**src/rtl/skew_fifo_pkg.sv**
```systemverilog
package skew_fifo_pkg;
    localparam int DEF_DEPTH = 64;
    localparam int DEF_WIDTH = 16;
endpackage

```
**src/rtl/skew_fifo_flags.sv**
```systemverilog
module skew_fifo_flags #(
    parameter int DEPTH = skew_fifo_pkg::DEF_DEPTH,
    parameter int PW    = $clog2(DEPTH) + 1
) (
    input  logic [PW-1:0] wr_ptr,
    input  logic [PW-1:0] wr_ptr_late,
    input  logic [PW-1:0] rd_ptr,
    input  logic [PW-1:0] af_level,
    output logic [PW-1:0] occ,
    output logic          full,
    output logic          empty,
    output logic          almost_full
);
    localparam logic [PW-1:0] DEPTH_P = PW'(DEPTH);

    always_comb begin
        occ         = wr_ptr - rd_ptr;
        full        = (occ == DEPTH_P);
        empty       = (rd_ptr == wr_ptr_late);
        almost_full = (occ >= af_level);
    end
endmodule

```
**src/rtl/skew_fifo_ptrs.sv**
```systemverilog
module skew_fifo_ptrs #(
    parameter int DEPTH = skew_fifo_pkg::DEF_DEPTH,
    parameter int PW    = $clog2(DEPTH) + 1
) (
    input  logic          clk,
    input  logic          rst,
    input  logic          wr_req,
    input  logic          rd_req,
    input  logic          full,
    input  logic          empty,
    output logic          wr_acc,
    output logic          rd_acc,
    output logic [PW-1:0] wr_ptr,
    output logic [PW-1:0] wr_ptr_late,
    output logic [PW-1:0] rd_ptr
);
    typedef struct packed {
        logic [PW-1:0] wr;
        logic [PW-1:0] wr_late;
        logic [PW-1:0] rd;
    } ptr_state_t;

    ptr_state_t st_d, st_q;

    always_comb begin
        wr_acc = wr_req && !full;
        rd_acc = rd_req && !empty;
        st_d.wr_late = st_q.wr;
        st_d.wr      = st_q.wr + PW'(wr_acc);
        st_d.rd      = st_q.rd + PW'(rd_acc);
        if (rst) begin
            st_d = '0;
        end
    end

    always_ff @(posedge clk) begin
        st_q <= st_d;
    end

    assign wr_ptr      = st_q.wr;
    assign wr_ptr_late = st_q.wr_late;
    assign rd_ptr      = st_q.rd;

    // pointers are all zero on the cycle after reset
    assert_ptr_reset_R1: assert property (@(posedge clk)
        rst |=> (st_q.wr == '0 && st_q.rd == '0 && st_q.wr_late == '0));
endmodule

```
**src/rtl/skew_fifo_store.sv**
```systemverilog
module skew_fifo_store #(
    parameter int DEPTH = skew_fifo_pkg::DEF_DEPTH,
    parameter int WIDTH = skew_fifo_pkg::DEF_WIDTH,
    parameter int AW    = $clog2(DEPTH)
) (
    input  logic             clk,
    input  logic             we,
    input  logic [AW-1:0]    waddr,
    input  logic [WIDTH-1:0] wdata,
    input  logic             re,
    input  logic [AW-1:0]    raddr,
    output logic [WIDTH-1:0] rdata
);
    logic [WIDTH-1:0] mem_q [DEPTH];
    logic [WIDTH-1:0] rdata_d, rdata_q;

    always_comb begin
        rdata_d = rdata_q;
        if (re) begin
            rdata_d = mem_q[raddr];
        end
    end

    always_ff @(posedge clk) begin
        if (we) begin
            mem_q[waddr] <= wdata;
        end
        rdata_q <= rdata_d;
    end

    assign rdata = rdata_q;
endmodule

```
**src/rtl/skew_flag_fifo.sv**
```systemverilog
module skew_flag_fifo #(
    parameter int DEPTH = skew_fifo_pkg::DEF_DEPTH,
    parameter int WIDTH = skew_fifo_pkg::DEF_WIDTH
) (
    input  logic                     clk,
    input  logic                     rst,
    input  logic                     wr_n,
    input  logic [WIDTH-1:0]         wr_data,
    input  logic                     rd_n,
    output logic [WIDTH-1:0]         rd_data,
    input  logic [$clog2(DEPTH):0]   af_level,
    output logic                     empty,
    output logic                     almost_full
);
    localparam int AW = $clog2(DEPTH);
    localparam int PW = AW + 1;
    localparam logic [PW-1:0] DEPTH_P = PW'(DEPTH);

    logic          wr_acc, rd_acc, full;
    logic [PW-1:0] wr_ptr, wr_ptr_late, rd_ptr, occ;

    initial begin
        assert (DEPTH == (1 << AW)) else $error("DEPTH must be a power of two");
    end

    skew_fifo_ptrs #(.DEPTH(DEPTH), .PW(PW)) u_ptrs (
        .clk         (clk),
        .rst         (rst),
        .wr_req      (!wr_n),
        .rd_req      (!rd_n),
        .full        (full),
        .empty       (empty),
        .wr_acc      (wr_acc),
        .rd_acc      (rd_acc),
        .wr_ptr      (wr_ptr),
        .wr_ptr_late (wr_ptr_late),
        .rd_ptr      (rd_ptr)
    );

    skew_fifo_flags #(.DEPTH(DEPTH), .PW(PW)) u_flags (
        .wr_ptr      (wr_ptr),
        .wr_ptr_late (wr_ptr_late),
        .rd_ptr      (rd_ptr),
        .af_level    (af_level),
        .occ         (occ),
        .full        (full),
        .empty       (empty),
        .almost_full (almost_full)
    );

    skew_fifo_store #(.DEPTH(DEPTH), .WIDTH(WIDTH), .AW(AW)) u_store (
        .clk   (clk),
        .we    (wr_acc),
        .waddr (wr_ptr[AW-1:0]),
        .wdata (wr_data),
        .re    (rd_acc),
        .raddr (rd_ptr[AW-1:0]),
        .rdata (rd_data)
    );

    // flags after a reset edge
    assert_reset_flags_R1: assert property (@(posedge clk)
        rst |=> (empty && !almost_full));

    // a write into a drained buffer leaves empty high for one more edge
    assert_empty_late_R3: assert property (@(posedge clk) disable iff (rst)
        (occ == '0 && wr_acc) |=> empty);

    // reading the last word raises empty at once
    assert_empty_rise_R4: assert property (@(posedge clk) disable iff (rst)
        (rd_acc && !wr_acc && occ == PW'(1)) |=> empty);

    // the write that reaches the threshold raises almost_full
    assert_af_rise_R5: assert property (@(posedge clk) disable iff (rst)
        (wr_acc && !rd_acc && (occ + PW'(1)) == af_level)
        |=> (almost_full || !$stable(af_level)));

    // the read that drops below the threshold clears almost_full
    assert_af_fall_R6: assert property (@(posedge clk) disable iff (rst)
        (rd_acc && !wr_acc && occ == af_level && af_level != '0)
        |=> (!almost_full || !$stable(af_level)));

    // a read on empty leaves the output register alone
    assert_rd_hold_R8: assert property (@(posedge clk) disable iff (rst)
        (!rd_n && empty) |=> $stable(rd_data));

    // occupancy bounded, and a full buffer without a read stays full
    assert_no_overflow_R9: assert property (@(posedge clk) disable iff (rst)
        occ <= DEPTH_P);
    assert_full_hold_R9: assert property (@(posedge clk) disable iff (rst)
        (occ == DEPTH_P && !rd_acc) |=> (occ == DEPTH_P));
endmodule

```
**config.mk**
```make
export PLATFORM = sky130hd
export DESIGN_NAME = skew_flag_fifo
export DESIGN_NICKNAME = d
export VERILOG_FILES = /design/src/rtl/skew_fifo_pkg.sv /design/src/rtl/skew_fifo_flags.sv /design/src/rtl/skew_fifo_ptrs.sv /design/src/rtl/skew_fifo_store.sv /design/src/rtl/skew_flag_fifo.sv
export SDC_FILE = /design/constraint.sdc
export NUM_CORES = 1
export LEC_CHECK = 0
export ABC_AREA = 1
export BUFFER_PORTS_ARGS = -buffer_cell sky130_fd_sc_hd__buf_4
export CAP_MARGIN = 20
export CORE_UTILIZATION = 55
export DETAILED_ROUTE_END_ITERATION = 10
export PLACE_DENSITY = 0.71
export SLEW_MARGIN = 30
export SYNTH_ARGS = -nofsm -noshare
export SYNTH_HDL_FRONTEND = slang
export SYNTH_SLANG_ARGS = --single-unit
```
**constraint.sdc**
```tcl
create_clock -name clk -period 5.9 [get_ports clk]
set_input_delay 0.59 -clock clk [delete_from_list [all_inputs] [get_ports clk]]
set_output_delay 0.59 -clock clk [all_outputs]
set_load 0.005 [all_outputs]
```
==> impl_results.md, run 1 <==
- Outcome: finished, final reports clean
- Port bufs: 44
- CTS tree: yes
- CTS Hold Bufs: 0
- Clock network power share: 38.2%
- Pwr Density: 343 nW/um^2
- Sw Ratio: 26.3%
- R2r setup slk: 1.80 ns
- Syn Nets: 4,393
- Post-synth cell types: 28
- Hold Path Depth: 2
- Seq pwr share: 48.8%
- F_max: 228 MHz
- Setup bufs post-CTS: 0
- DRC Markers: 0
- Row count: 105
- CTS Buffer Depth: 3
- Syn avg cell area: 10.4 um^2
- H-tree levels: 3
- TritonRoute pass-1 iters: 7
- Type of element launching the critical path: register
- HP Start: rst
- Post-Route Setup TNS: 0 ns
- Main synth FF type: edfxtp_1
- Post-layout min period: 4.39 ns
- # resized after CTS: 0
- Critical path endpoint category: output pin
- WL/cell: 21.6 um
- Leakage: 20.1 nW
- Share of the synthesized area in the top cell type: 68.8%
- Initial antenna violation count: 2
- Worst Setup Path Type: reg -> out
- Clk sinks: 1,061
- Hold Violations, Final: 0
- R2r worst-path depth: 16
- Area of the core: 81,800 um^2
- Max Slew Vio Count: 0
- Reg2reg end: u_ptrs.wr_ptr[6]
- Combinational power share: 13.0%
- Min-delay worst type: in -> reg
- Max-cap violation count: 0
- Die Wd: 289 um
- CTS Buf Count: 103
- Layout net count: 4,401
- Crit Path Max Fanout: 21
- P&R area growth vs syn: 10.7%
- Least-Margin Pin Slew: 1.15 ns
- Worst reg2reg startpoint: u_ptrs.rd_ptr[1]
- DR iter-0 viols: 3,804
- Fin crit share: 74.4%
- Detailed-route wire length: 119,000 um
- Net Switching: 0.00454 W
- Maximum vdd drop: 0.254 mV
- Initial core utilization: 55.5%
- Clk_lat worst skew: 0.68 ns
- Most frequent cell after synthesis: nand2_1
- Global-route usage over all layers: 28.6%
- Fraction of registers with async set/reset: 0%
- EDFF count, synth: 1,040
- Vias in the first global route: 28,479
- Post-Synthesis Cells: 4,347
- Setup Skew: 0.0434 ns
- Vias per inst: 5.55
- Placer Congestion: 0.940
- Seq/Total Area, Yosys: 69.7%
- YS warnings: 0
- Worst path arrival time: 3.80 ns
- Fraction of layout cells with a size suffix above 1: 7.58%
- First-pass GRT wire length: 176,000 um
- Final HPWL DP: 67,300 um
- Chip height: 289 um
- Rel. slew slack: 23.4%
- Synth top area cells: edfxtp_1 (69%), nand2_1 (12%), nand3_1 (5.4%), inv_1 (4.2%), nor2_1 (3.3%)
- Routed Antenna Nets: 0
- Clk slew on worst S/H paths: 0.07 ns
- Via count: 30,633
- Worst Hold Path EP: u_ptrs.rd_ptr[1]
- Worst setup path start: u_ptrs.rd_ptr[4]
- Most frequent cells after synthesis: nand2_1 (1,393), edfxtp_1 (1,040), inv_1 (510)
- RSZ-0062 raised after global routing: false
- Root Driver: clkbuf_16
- Die area: 83,700 um^2
- Register bit total from synthesis: 1,061
- Area leader, netlist: edfxtp_1
- Largest net degree at the start of global routing: 214
- Setup Viol. Count Final: 0
- Internal power: 0.0127 W
- I/O pins: 45
- CP required: 5.31 ns
- Synthesized area: 45,400 um^2
- GRT overflow: 0
- Pwr Total: 0.0172 W
==> placed cells by master, fill, tap and decap left out, drive strengths merged <==
cell	synthesis	routed
bufinv	0	11
nand3	494	494
o2111ai	1	1
clkbuf	65	119
xor2	4	4
dfxtp	21	21
nor4	1	1
ha	18	18
a21oi	42	42
diode	0	1
clkinv	3	56
and3	2	2
o21ai	154	154
buf	156	124
nand2	1393	1393
nand4	7	7
nor2	398	398
inv	514	516
nand3b	2	2
clkinvlp	0	9
nor3	12	12
xnor2	7	7
or2	11	11
a211oi	1	1
fa	1	1
edfxtp	1040	1040
==> registers in the layout, summed over array words and instances, names as in the netlist <==
signal / cells
u_store.mem_q: 1024
u_store.rdata: 16
u_ptrs.rd_ptr: 7
u_ptrs.wr_ptr: 7
u_ptrs.wr_ptr_late: 7
==> how the worst max path moves through the flow <==
stage | to | slack (ns) | depth (start not counted)
floorplan | u_store.mem_q[35][0] | 2.72 | 18
detailed placement | u_ptrs.wr_ptr[6] | 1.93 | 16
global placement | u_store.mem_q[43][13] | 1.39 | 10
CTS | almost_full | 1.55 | 16
global route | almost_full | 1.25 | 14
finish | almost_full | 1.51 | 16
==> power by group through the flow <==
stage               clock network, W  logic (W)  registers [W]
global placement                   0    0.00215        0.00858
detailed placement                 0    0.00220        0.00858
floorplan                          0    0.00151        0.00853
global route                 0.00692    0.00247        0.00842
finish                       0.00658    0.00224        0.00842
CTS                          0.00662    0.00221        0.00842
==> stage by stage <==
step / setup slack [ns] / utilization [%] / cells / hold slack, ns / instance area, um^2
finish: 1.51 / 61.4 / 5515 / 0.222 / 50300
global placement: 1.39 / 57.0 / 5315 / 0.493 / 46700
CTS: 1.55 / 61.3 / 5512 / 0.191 / 50200
detailed placement: 1.93 / 57.2 / 5318 / 0.494 / 46800
floorplan: 2.72 / - / 4347 / 0.452 / 45400
global route: 1.25 / 61.4 / 5514 / 0.241 / 50300
==> logic make-up (layout without fill, tap and decap cells) <==
group                    after synthesis  after routing  synth area share, %
other                                  0              1                    0
buffers and inverters                738            835                 6.65
AND/OR/NAND/NOR                     2320           2320                 20.7
XOR/XNOR                              11             11                0.212
AO/OA/AOI/OAI                        198            198                 2.20
adder cells (fa/ha/maj)               19             19                0.540
flip-flops                          1061           1061                 69.7
==> area by class of cell <==
class	instances	area (um^2)
tap	1070	1340
clock inverter	75	709
timing repair buffer	124	1070
fill	6429	31600
sequential	1061	31700
multi-input combinational	2548	10900
inverter	517	1960
clock buffer	119	2680
antenna	1	2.50
==> per-layer routing <==
| metal | global-route usage, % | wire, um | vias to the layer above |
|---|---|---|---|
| met5 | 0 | 10 | - |
| met2 | 44.4 | 55200 | 1638 |
| met1 | 40.3 | 47800 | 14514 |
| li1 | - | - | 14264 |
| met4 | 9.43 | 3170 | 2 |
| met3 | 6.06 | 13200 | 215 |
==> worst max-delay path, cell delays in order, from the launching register on <==
cell       delay [ns]
dfxtp_1          0.86
clkinv_1         0.15
buf_4            0.24
ha_1             0.37
nand2_1          0.08
inv_1            0.07
nand4_1          0.10
nand3_1          0.12
nand2_1          0.06
nand2_1          0.10
inv_1            0.05
ha_1             0.28
nand2_1          0.09
inv_1            0.04
nand4_1          0.08
o2111ai_1        0.21
buf_4            0.21
Power figures use the tool's default switching activity.
==> run 2: changes to the inputs <==
==> constraint.sdc (replaced) <==
create_clock -name clk -period 4.5 [get_ports clk]
set_input_delay 0.45 -clock clk [delete_from_list [all_inputs] [get_ports clk]]
set_output_delay 0.45 -clock clk [all_outputs]
set_load 0.005 [all_outputs]
==> run 2 against run 1 <==
First-iteration DRC count is 7.5% higher. Critical path depth is 2 lower. Combinational power is 36% higher. Non-clock buffer count is 9 higher. Critical path type unchanged. Critical endpoint unchanged.
==> impl_results.md, run 2 (synthesis results as in run 1) <==
- H-tree levels: 3
- Worst Setup Path Type: reg -> out
- TritonRoute pass-1 iters: 7
- F_max: 265 MHz
- WL/cell: 22.1 um
- Setup bufs post-CTS: 0
- Initial core utilization: 55.5%
- Vias per inst: 5.63
- Worst path arrival time: 3.32 ns
- Clk sinks: 1,061
- Fraction of layout cells with a size suffix above 1: 7.69%
- Setup Skew: 0.0335 ns
- Port bufs: 44
- Root Driver: clkbuf_16
- Post-layout min period: 3.77 ns
- Global-route usage over all layers: 29.2%
- Crit Path Max Fanout: 7
- Area of the core: 81,800 um^2
- RSZ-0062 raised after global routing: false
- CTS Buf Count: 104
- Outcome: finished, final reports clean
- Most flops, register: u_store.mem_q
- Met3 usage: 5.82%
- Die area: 83,700 um^2
- DR iter-0 viols: 4,089
- DRC Markers: 0
- Clk_lat worst skew: 0.69 ns
- Largest net degree at the start of global routing: 197
- Vias in the first global route: 28,843
- Row count: 105
- Fin crit share: 83.8%
- Routed Antenna Nets: 0
- Max FFs per register: 1,024
- Dpl cells: 5,328
- Clk slew on worst S/H paths: 0.06 ns
- Hold_ws: 0.0977 ns
- I/O pins: 45
- Post-Route Setup TNS: 0 ns
- Pwr Density: 451 nW/um^2
- Detailed-route wire length: 122,000 um
- Type of element launching the critical path: register
- Final HPWL DP: 67,700 um
- CTS Hold Bufs: 0
- Max Slew Vio Count: 0
- CP required: 4.05 ns
- Final Non-Filler Cells: 5,518
- Die Wd: 289 um
- Setup Viol. Count Final: 0
- First-pass GRT wire length: 180,000 um
- Leakage: 20.1 nW
- CTS tree: yes
- Commonest cells after routing, fill and taps aside: nand2_1 (1,392), edfxtp_1 (1,040), inv_1 (508)
- Hold Violations, Final: 0
- P&R area growth vs syn: 10.7%
- # resized after CTS: 0
- GRT Max-Usage Layer: met2
- Fin util: 61.4%
- Maximum vdd drop: 0.512 mV
- N_diodes: 0
- Placer Congestion: 0.903
- Initial antenna violation count: 1
- Met2 usage: 43.9%
- Via count: 31,058
- Layout net count: 4,411
- Met1 Resource Use GR: 43.1%
- GRT overflow: 0
- Chip height: 289 um
- Commonest non-fill, non-tap cell in the layout: nand2_1
- Min-delay worst type: in -> reg
- CTS Buffer Depth: 3
- Critical path endpoint category: output pin
- Least-Margin Pin Slew: 1.05 ns
- Max-cap violation count: 0
- Rel. slew slack: 29.8%
==> run 2: changes by cell type in the layout (fill, tap and decap cells not counted), sizes merged <==
| cell | before | now |
|---|---|---|
| inv | 516 | 515 |
| buf | 124 | 133 |
| bufinv | 11 | 10 |
| diode | 1 | 0 |
| clkinvlp | 9 | 6 |
==> run 2: metal layers <==
metal  routed length [um]  share of wire, %  vias to the layer above
li1                     -                 -                    14270
met1                49700                41                    14826
met2                55000                45                     1763
met3                13900                11                      197
met4                 3180               2.6                        2
met5                   16             0.013                        -
==> run 2: area by class of cell <==
class,count,area [um^2]
Tap cell,1070,1340
Sequential cell,1061,31700
Inverter,517,1960
Clock inverter,70,659
Fill cell,6384,31600
Timing Repair Buffer,133,1120
Clock buffer,119,2700
Multi-Input combinational cell,2548,10800
==> run 2: metrics by stage <==
stage               setup slack (ns)  total power, W  area (um^2)
CTS                            0.747          0.0227        50200
floorplan                       1.32          0.0132        45400
global route                   0.511          0.0234        50300
global placement                1.01          0.0142        46800
detailed placement              1.18          0.0142        46900
finish                         0.730          0.0227        50300
==> run 2: worst paths after layout <==
path | start | end | slack (ns) | cells after the start
worst max register to register | u_ptrs.wr_ptr[0] | u_ptrs.wr_ptr[6] | 1.09 | 19
worst min register to register | u_ptrs.wr_ptr[6] | u_ptrs.wr_ptr_late[6] | 0.49 | 2
worst max-delay path | u_ptrs.wr_ptr[0] | almost_full | 0.73 | 14
worst min-delay path | rst | u_ptrs.rd_ptr[1] | 0.1 | 2
==> run 2: worst max-delay path: stages (launching register included) <==
cell,delay (ns)
dfxtp_1,0.38
inv_1,0.21
ha_1,0.25
inv_1,0.10
fa_1,0.43
nand4_1,0.14
nand3_1,0.08
nand2_1,0.08
nand2_1,0.08
ha_1,0.31
nand2_1,0.12
inv_1,0.05
nand4_1,0.10
o2111ai_1,0.15
buf_4,0.18
==> run 2: where the power goes <==
group          switching (W)  internal (W)
clock                0.00371       0.00488
sequential         0.0000621        0.0110
combinational        0.00224      0.000802
